`config.mk`:
```
export PLATFORM = sky130hd
export DESIGN_NAME = word_alu_ovf
export DESIGN_NICKNAME = d
export VERILOG_FILES = /design/src/rtl/alu_pkg.sv /design/src/rtl/alu_comb.sv /design/src/rtl/alu_divider.sv /design/src/rtl/word_alu_ovf.sv
export SDC_FILE = /design/constraint.sdc
export NUM_CORES = 2
export LEC_CHECK = 0
export ABC_AREA = 1
export CORE_MARGIN = 3
export CORE_UTILIZATION = 45
export CTS_CLUSTER_DIAMETER = 60
export DETAILED_ROUTE_END_ITERATION = 16
export PLACE_DENSITY_LB_ADDON = 0.05
export SLEW_MARGIN = 40
export SYNTH_ARGS = -nofsm -noshare
export SYNTH_HDL_FRONTEND = slang
export SYNTH_HIERARCHICAL = 1
export SYNTH_SLANG_ARGS = --single-unit
```
`constraint.sdc`:
```
create_clock -name clk -period 9.45 [get_ports clk]
set_input_delay 1.89 -clock clk [delete_from_list [all_inputs] [get_ports clk]]
set_output_delay 1.89 -clock clk [all_outputs]
set_load 0.03 [all_outputs]
```
`src/rtl/alu_pkg.sv`:
```
package alu_pkg;
    parameter int unsigned WORD_W = 16;

    typedef logic [WORD_W-1:0] word_t;

    typedef enum logic [4:0] {
        OP_ADD   = 5'd0,
        OP_ADC   = 5'd1,
        OP_SUB   = 5'd2,
        OP_SBC   = 5'd3,
        OP_MUL   = 5'd4,
        OP_MULS  = 5'd5,
        OP_DIV   = 5'd6,
        OP_DIVS  = 5'd7,
        OP_AND   = 5'd8,
        OP_OR    = 5'd9,
        OP_XOR   = 5'd10,
        OP_SHL   = 5'd11,
        OP_SHLO  = 5'd12,
        OP_SHR   = 5'd13,
        OP_SHRO  = 5'd14,
        OP_ASR   = 5'd15,
        OP_CMPG  = 5'd16,
        OP_CMPGS = 5'd17
    } alu_op_e;

    typedef struct packed {
        word_t res;
        word_t ovf;
    } alu_out_t;

    function automatic logic is_div(alu_op_e op);
        return (op == OP_DIV) || (op == OP_DIVS);
    endfunction

    function automatic word_t neg_word(word_t v);
        return word_t'(0) - v;
    endfunction
endpackage

```
`src/rtl/alu_comb.sv`:
```
module alu_comb
    import alu_pkg::*;
(
    input  alu_op_e  op_i,
    input  word_t    a_i,
    input  word_t    b_i,
    input  word_t    ovf_i,
    output alu_out_t y_o
);
    localparam int W  = WORD_W;
    localparam int W2 = 2 * WORD_W;
    localparam int SW = $clog2(WORD_W);

    logic [W:0]          add_s;
    logic [W+1:0]        adc_s;
    logic [W:0]          sub_d;
    logic [W:0]          sbc_d;
    logic [W2-1:0]       mul_u;
    logic signed [W2-1:0] mul_s;
    logic [W2-1:0]       shl_w;
    logic [W2-1:0]       shr_w;
    logic [W2-1:0]       asr_w;
    logic [SW-1:0]       sh;
    logic                bin;

    always_comb begin
        sh    = b_i[SW-1:0];
        bin   = |ovf_i;
        add_s = {1'b0, a_i} + {1'b0, b_i};
        adc_s = {2'b00, a_i} + {2'b00, b_i} + {2'b00, ovf_i};
        sub_d = {1'b0, a_i} - {1'b0, b_i};
        sbc_d = {1'b0, a_i} - {1'b0, b_i} - {{W{1'b0}}, bin};
        mul_u = {{W{1'b0}}, a_i} * {{W{1'b0}}, b_i};
        mul_s = $signed({{W{a_i[W-1]}}, a_i}) * $signed({{W{b_i[W-1]}}, b_i});
        shl_w = {{W{1'b0}}, a_i} << sh;
        shr_w = {a_i, {W{1'b0}}} >> sh;
        asr_w = $signed({a_i, {W{1'b0}}}) >>> sh;

        y_o = '0;
        unique case (op_i)
            OP_ADD:   begin y_o.res = add_s[W-1:0]; y_o.ovf = {{(W-1){1'b0}}, add_s[W]}; end
            OP_ADC:   begin y_o.res = adc_s[W-1:0]; y_o.ovf = {{(W-2){1'b0}}, adc_s[W+1:W]}; end
            OP_SUB:   begin y_o.res = sub_d[W-1:0]; y_o.ovf = {W{sub_d[W]}}; end
            OP_SBC:   begin y_o.res = sbc_d[W-1:0]; y_o.ovf = {W{sbc_d[W]}}; end
            OP_MUL:   begin y_o.res = mul_u[W-1:0]; y_o.ovf = mul_u[W2-1:W]; end
            OP_MULS:  begin y_o.res = mul_s[W-1:0]; y_o.ovf = mul_s[W2-1:W]; end
            OP_AND:   y_o.res = a_i & b_i;
            OP_OR:    y_o.res = a_i | b_i;
            OP_XOR:   y_o.res = a_i ^ b_i;
            OP_SHL:   begin y_o.res = shl_w[W-1:0]; y_o.ovf = shl_w[W2-1:W]; end
            OP_SHLO:  begin y_o.res = shl_w[W-1:0] | ovf_i; y_o.ovf = shl_w[W2-1:W]; end
            OP_SHR:   begin y_o.res = shr_w[W2-1:W]; y_o.ovf = shr_w[W-1:0]; end
            OP_SHRO:  begin y_o.res = shr_w[W2-1:W] | ovf_i; y_o.ovf = shr_w[W-1:0]; end
            OP_ASR:   begin y_o.res = asr_w[W2-1:W]; y_o.ovf = asr_w[W-1:0]; end
            OP_CMPG:  y_o.res = {{(W-1){1'b0}}, (a_i > b_i)};
            OP_CMPGS: y_o.res = {{(W-1){1'b0}}, ($signed(a_i) > $signed(b_i))};
            default:  y_o = '0;
        endcase
    end
endmodule

```
`src/rtl/alu_divider.sv`:
```
module alu_divider
    import alu_pkg::*;
(
    input  logic  clk,
    input  logic  rst,
    input  logic  start_i,
    input  logic  signed_i,
    input  word_t a_i,
    input  word_t b_i,
    output logic  busy_o,
    output logic  last_o,
    output word_t quot_o,
    output word_t rem_o
);
    localparam int W     = WORD_W;
    localparam int STEPS = WORD_W;
    localparam int CW    = $clog2(STEPS);

    logic          active_q;
    logic [CW-1:0] cnt_q;
    word_t         rem_q, quot_q, dvs_q;
    logic          negq_q, negr_q, zero_q;

    logic [W:0]    trial, rem_nx;
    logic          ge;
    word_t         quot_nx;
    word_t         ua, ub;

    always_comb begin
        ua      = (signed_i && a_i[W-1]) ? neg_word(a_i) : a_i;
        ub      = (signed_i && b_i[W-1]) ? neg_word(b_i) : b_i;
        trial   = {rem_q, quot_q[W-1]};
        ge      = trial >= {1'b0, dvs_q};
        rem_nx  = ge ? (trial - {1'b0, dvs_q}) : trial;
        quot_nx = {quot_q[W-2:0], ge};
    end

    always_ff @(posedge clk) begin
        if (rst) begin
            active_q <= 1'b0;
            cnt_q    <= '0;
            rem_q    <= '0;
            quot_q   <= '0;
            dvs_q    <= '0;
            negq_q   <= 1'b0;
            negr_q   <= 1'b0;
            zero_q   <= 1'b0;
        end else if (start_i) begin
            active_q <= 1'b1;
            cnt_q    <= '0;
            rem_q    <= '0;
            quot_q   <= ua;
            dvs_q    <= ub;
            negq_q   <= signed_i && (a_i[W-1] ^ b_i[W-1]);
            negr_q   <= signed_i && a_i[W-1];
            zero_q   <= (b_i == '0);
        end else if (active_q) begin
            rem_q  <= rem_nx[W-1:0];
            quot_q <= quot_nx;
            cnt_q  <= cnt_q + 1'b1;
            if (cnt_q == CW'(STEPS - 1)) active_q <= 1'b0;
        end
    end

    assign busy_o = active_q;
    assign last_o = active_q && (cnt_q == CW'(STEPS - 1));
    assign quot_o = zero_q ? '0 : (negq_q ? neg_word(quot_nx) : quot_nx);
    assign rem_o  = zero_q ? '0 : (negr_q ? neg_word(rem_nx[W-1:0]) : rem_nx[W-1:0]);

    // a new divide is never launched while one runs
    p_no_restart_r8: assert property (@(posedge clk) disable iff (rst)
        start_i |-> !active_q);
    // the final step always clears the run state
    p_last_ends_r8: assert property (@(posedge clk) disable iff (rst)
        last_o |=> !busy_o);
endmodule

```
`src/rtl/word_alu_ovf.sv`:
```
module word_alu_ovf
    import alu_pkg::*;
(
    input  logic        clk,
    input  logic        rst,
    input  logic        valid_i,
    input  logic [4:0]  op_i,
    input  logic [15:0] a_i,
    input  logic [15:0] b_i,
    input  logic        dst_const_i,
    output logic [15:0] result_o,
    output logic [15:0] ovf_o,
    output logic        wb_o,
    output logic        done_o,
    output logic        busy_o
);
    alu_op_e  op;
    alu_out_t comb_y;
    logic     accept, div_start, div_busy, div_last;
    word_t    div_q, div_r;
    word_t    result_q, ovf_q;
    logic     done_q, wb_q, dconst_q;

    assign op        = alu_op_e'(op_i);
    assign accept    = valid_i && !div_busy;
    assign div_start = accept && is_div(op);

    alu_comb u_comb (
        .op_i  (op),
        .a_i   (a_i),
        .b_i   (b_i),
        .ovf_i (ovf_q),
        .y_o   (comb_y)
    );

    alu_divider u_div (
        .clk      (clk),
        .rst      (rst),
        .start_i  (div_start),
        .signed_i (op == OP_DIVS),
        .a_i      (a_i),
        .b_i      (b_i),
        .busy_o   (div_busy),
        .last_o   (div_last),
        .quot_o   (div_q),
        .rem_o    (div_r)
    );

    always_ff @(posedge clk) begin
        if (rst) begin
            result_q <= '0;
            ovf_q    <= '0;
            done_q   <= 1'b0;
            wb_q     <= 1'b0;
            dconst_q <= 1'b0;
        end else begin
            done_q <= 1'b0;
            wb_q   <= 1'b0;
            if (accept && !is_div(op)) begin
                result_q <= comb_y.res;
                ovf_q    <= comb_y.ovf;
                done_q   <= 1'b1;
                wb_q     <= !dst_const_i;
            end else if (div_start) begin
                dconst_q <= dst_const_i;
            end
            if (div_last) begin
                result_q <= div_q;
                ovf_q    <= div_r;
                done_q   <= 1'b1;
                wb_q     <= !dconst_q;
            end
        end
    end

    assign result_o = result_q;
    assign ovf_o    = ovf_q;
    assign done_o   = done_q;
    assign wb_o     = wb_q;
    assign busy_o   = div_busy;

    // input rule - no strobe during a divide
    p_no_strobe_busy_r1: assert property (@(posedge clk) disable iff (rst)
        valid_i |-> !busy_o);
    // write-back only alongside a result
    p_wb_with_done_r10: assert property (@(posedge clk) disable iff (rst)
        wb_o |-> done_o);
    // constant destination suppresses write-back
    p_const_dst_r10: assert property (@(posedge clk) disable iff (rst)
        (valid_i && !busy_o && dst_const_i && !is_div(alu_op_e'(op_i))) |=> (done_o && !wb_o));
    // plain add leaves only 0 or 1 in O
    p_add_ovf_r2: assert property (@(posedge clk) disable iff (rst)
        (valid_i && !busy_o && op_i == OP_ADD) |=> (ovf_o <= 16'h0001));
    // subtract leaves an all-zero or all-one O
    p_sub_ovf_r5: assert property (@(posedge clk) disable iff (rst)
        (valid_i && !busy_o && op_i == OP_SUB) |=> (ovf_o == 16'h0000 || ovf_o == 16'hFFFF));
    // compares return a flag word
    p_cmp_flag_r11: assert property (@(posedge clk) disable iff (rst)
        (valid_i && !busy_o && (op_i == OP_CMPG || op_i == OP_CMPGS)) |=> (result_o <= 16'h0001 && ovf_o == 16'h0000));
    // the end of a divide delivers its result
    p_div_done_r8: assert property (@(posedge clk) disable iff (rst)
        $fell(busy_o) |-> done_o);
endmodule

```
==> results by group <==
Logic synthesis
  – Dominant combinational cell family by area after synthesis: adder cells
  – Ys flop type: dfxtp_1
  – Synth Area in Compound Gates: 12.1%
  – Synthesized net count: between 5,000 and 6,000
  – Adder-cell area share of the yosys netlist: 36.5%
  – Post-Synth XOR/XNOR Area: 1.68%
  – Syn Area/Cell: about 6.5 um2
  – Simple-gate share of the synthesized area: between 20 and 30%
  – Netlist area before placement: 29,400 um2
  – Sequential fraction of the synthesis area: roughly 6.2%
  – Number of distinct library cells after synthesis: between 60 and 70
  – Yosys reg bits: just over 90
  – Synthesized instance count: approximately 4,500
  – Number of flops mapped to enable cells by yosys: 0
  – Fraction of synthesized area in multiplexers: less than 1%
  – Fraction of synthesis flops using an asynchronous set or reset pin: 0%
  – Number of warnings issued by yosys: 6

STA
  – FMAX: 0.111 GHz
  – Number of max-slew violations in the final report: 0
  – Final critical-path required period: ~9.0 ns
  – Transition time of the tightest slew-check pin: approximately 0.83 ns
  – Number of endpoints with negative hold slack in the final report: 0
  – Worst clock skew: approximately 0.019 ns
  – RSZ-0062 raised after global routing: false
  – Hold WS: ~0.47 ns
  – Period Utilization, post-route: 95.2%
  – Final count of negative-setup-slack endpoints: 0
  – Worst relative slew slack: 44.4%

Placement
  – Placed Cells: roughly 5,400
  – Routability congestion estimate from global placement: about 1.1
  – Buffers on Ports: 75
  – Placed Area: roughly 31,000 um2
  – Placed wire-length estimate after detailed placement: between 100,000 and 150,000 um

Global route
  – Maximum number of pins on one net before global-route repair: 66
  – Wire length of the first global-routing pass: 185,000 um
  – GR Overflow Total: 0
  – Number of global-route vias before repair: 28,100
  – Antenna violations before repair: 3
  – Overall fraction of global-route tracks in use: roughly 37%

Finish
  – Syn-to-layout area delta: 7.65%
  – Final Net Count: 5,185
  – Design Area, Final: 31,700 um2
  – Share of post-route cells with drive strength above 1: 5.59%
  – Number of standard cells in the final layout excluding fillers: about 5,400
  – Final core utilization: approximately half

Setup path
  – Arrival @ worst endpoint: slightly above 9 ns
  – Maximum net fanout on the critical path: 10
  – Req. time, crit path: about 9.8 ns
  – CP max stage cell: clkdlybuf4s50_1
  – Kind of cell adding the most delay to the critical path: adder cells
  – Number of buffer and inverter instances along the worst setup path: 9
  – Worst setup path class: input pin to flip-flop
  – Launching element type of the critical path: input pin
  – Slowest stage delay, CP: ~0.73 ns
  – Element type at the critical path end: flip-flop
  – Internal reg-to-reg setup slack: roughly 4.6 ns

Drt
  – Number of vias after detailed routing: 30,000
  – Per-cell via count in the routed design: ~5.6
  – First-pass iteration count of the detailed router: 7
  – Antenna Violating Nets Remaining: 0
  – Average wire per cell in the routed design: approximately 23 um
  – DR iter-0 viols: 3,679
  – DRC violations left: 0
  – Routed wire length: about 130,000 um

Clock network
  – Worst skew pair latency: about 0.38 ns
  – Post-CTS setup buffer count: 0
  – H-tree levels: 3
  – Post-CTS resize count: 0
  – Root Buffer: clkbuf_16
  – Worst-path clk slew: 0.08 ns
  – CTS Buffer Depth: 2
  – # clock sinks: between 90 and 100
  – Number of buffers inserted during clock tree synthesis: 9
  – TritonCTS clock tree: yes
  – Number of hold buffers added after CTS: 0

Die
  – Num rows: 93
  – Die Height: roughly 260 um
  – Die outline width: between 200 and 300 um
  – CORE AREA: around 65,000 um2
  – Number of placed I/O pins: 76
  – Overall die area: roughly 68,000 um2
  – Effective utilization at floorplan: 45.6%

Worst hold path
  – Min-Delay Path Class: flip-flop to flip-flop

Job
  – Max cap viols: 0

Status
  – Run status: complete, no violations
[Yosys cell counts, types with 5 or more instances]
library cell / n / share of area, %
a211oi_1: 11 / 0.28
a21boi_0: 6 / 0.15
a21o_1: 12 / 0.31
a21oi_1: 238 / 4.0
a21oi_2: 22 / 0.65
a221oi_1: 9 / 0.27
a31oi_1: 9 / 0.19
buf_1: 20 / 0.26
buf_2: 24 / 0.41
buf_4: 5 / 0.13
buf_6: 7 / 0.27
clkbuf_1: 98 / 1.3
clkinv_1: 5 / 0.064
dfxtp_1: 91 / 6.2
fa_1: 386 / 26
ha_1: 240 / 10
inv_1: 971 / 12
inv_2: 11 / 0.14
nand2_1: 1160 / 15
nand2_2: 22 / 0.47
nand3_1: 221 / 3.8
nand3_2: 18 / 0.61
nand3b_1: 18 / 0.46
nand4_1: 47 / 1.0
nand4_2: 7 / 0.30
nor2_1: 329 / 4.2
nor2_2: 17 / 0.36
nor3_1: 65 / 1.1
nor4_1: 11 / 0.23
o2111ai_1: 5 / 0.15
o211ai_1: 20 / 0.51
o21a_1: 8 / 0.20
o21ai_0: 210 / 3.6
o21bai_1: 13 / 0.33
o22ai_1: 30 / 0.64
or2_2: 17 / 0.36
xnor2_1: 21 / 0.63
xor2_1: 30 / 0.89
[sequential cells by signal, summed over array words and instances (netlist names)]
signal,flops
u_div/cnt_q,4
dconst_q,1
u_div/negq_q,1
u_div/negr_q,1
ovf_o,16
u_div/rem_q,16
u_div/dvs_q,16
result_o,16
u_div/zero_q,1
u_div/quot_q,16
u_div/busy_o,1
done_o,1
wb_o,1
[cells by family after synthesis]
logic type                 Yosys count
adders and majority gates          626
buffers and inverters             1149
xor gates and xnor gates            54
DFF                                 91
and+or+nand+nor                   1948
AOI/OAI and AO/OA                  620
muxes                                4
[layer usage]
metal	up-vias	wire length [um]	global-route usage (%)
met5	-	28	0
met4	4	6080	14.6
met1	14300	54600	52.7
met3	235	11300	5.72
met2	1500	53700	55.1
li1	13900	-	-
[placed cells by master (no fill, tap or decap), types with 17 or more instances in the layout]
cell type and count:
nand2_1 1160, inv_1 969, fa_1 386, nor2_1 326, ha_1 240, a21oi_1 238
nand3_1 221, o21ai_0 210, dfxtp_1 91, buf_4 91, clkdlybuf4s50_1 72, nor3_1 64
nand4_1 47, o22ai_1 30, xor2_1 30, nand2_2 22, a21oi_2 22, xnor2_1 21
nor2_2 20, o211ai_1 20, nand3_2 18, nand3b_1 18, or2_2 17
[worst min-delay path, stage by stage (launching register included)]
cell and delay [ns]:
dfxtp_1 0.31, nand2_1 0.06, a21oi_1 0.05
[through the flow]
stage | setup WS [ns] | setup TNS [ns]
finish | 0.451 | 0
global route | 0.154 | 0
global placement | 0.0116 | 0
detailed placement | -0.00946 | -0.00946
floorplan | 1.31 | 0
CTS | 0.371 | 0
[cell type report]
cell class / instances / area, um2
fill: 6950 / 32900
clock inverter: 6 / 93.8
tap: 855 / 1070
inverter: 988 / 3710
timing repair buffer: 176 / 1620
antenna: 1 / 2.50
multi-input combinational: 3252 / 23100
sequential: 91 / 1820
clock buffer: 10 / 239
[final timing paths]
kind	startpoint	cells past startpoint	to
setup reg to reg	u_div/rem_q[11]	24	result_o[14]
hold / removal	u_div/quot_q[9]	2	u_div/quot_q[9]
setup / recovery	a_i[5]	31	ovf_o[9]
hold reg to reg	u_div/quot_q[9]	2	u_div/quot_q[9]
Power is not shown: default switching activity piles up to over one toggle a cycle in this logic, so the estimate is an artifact.
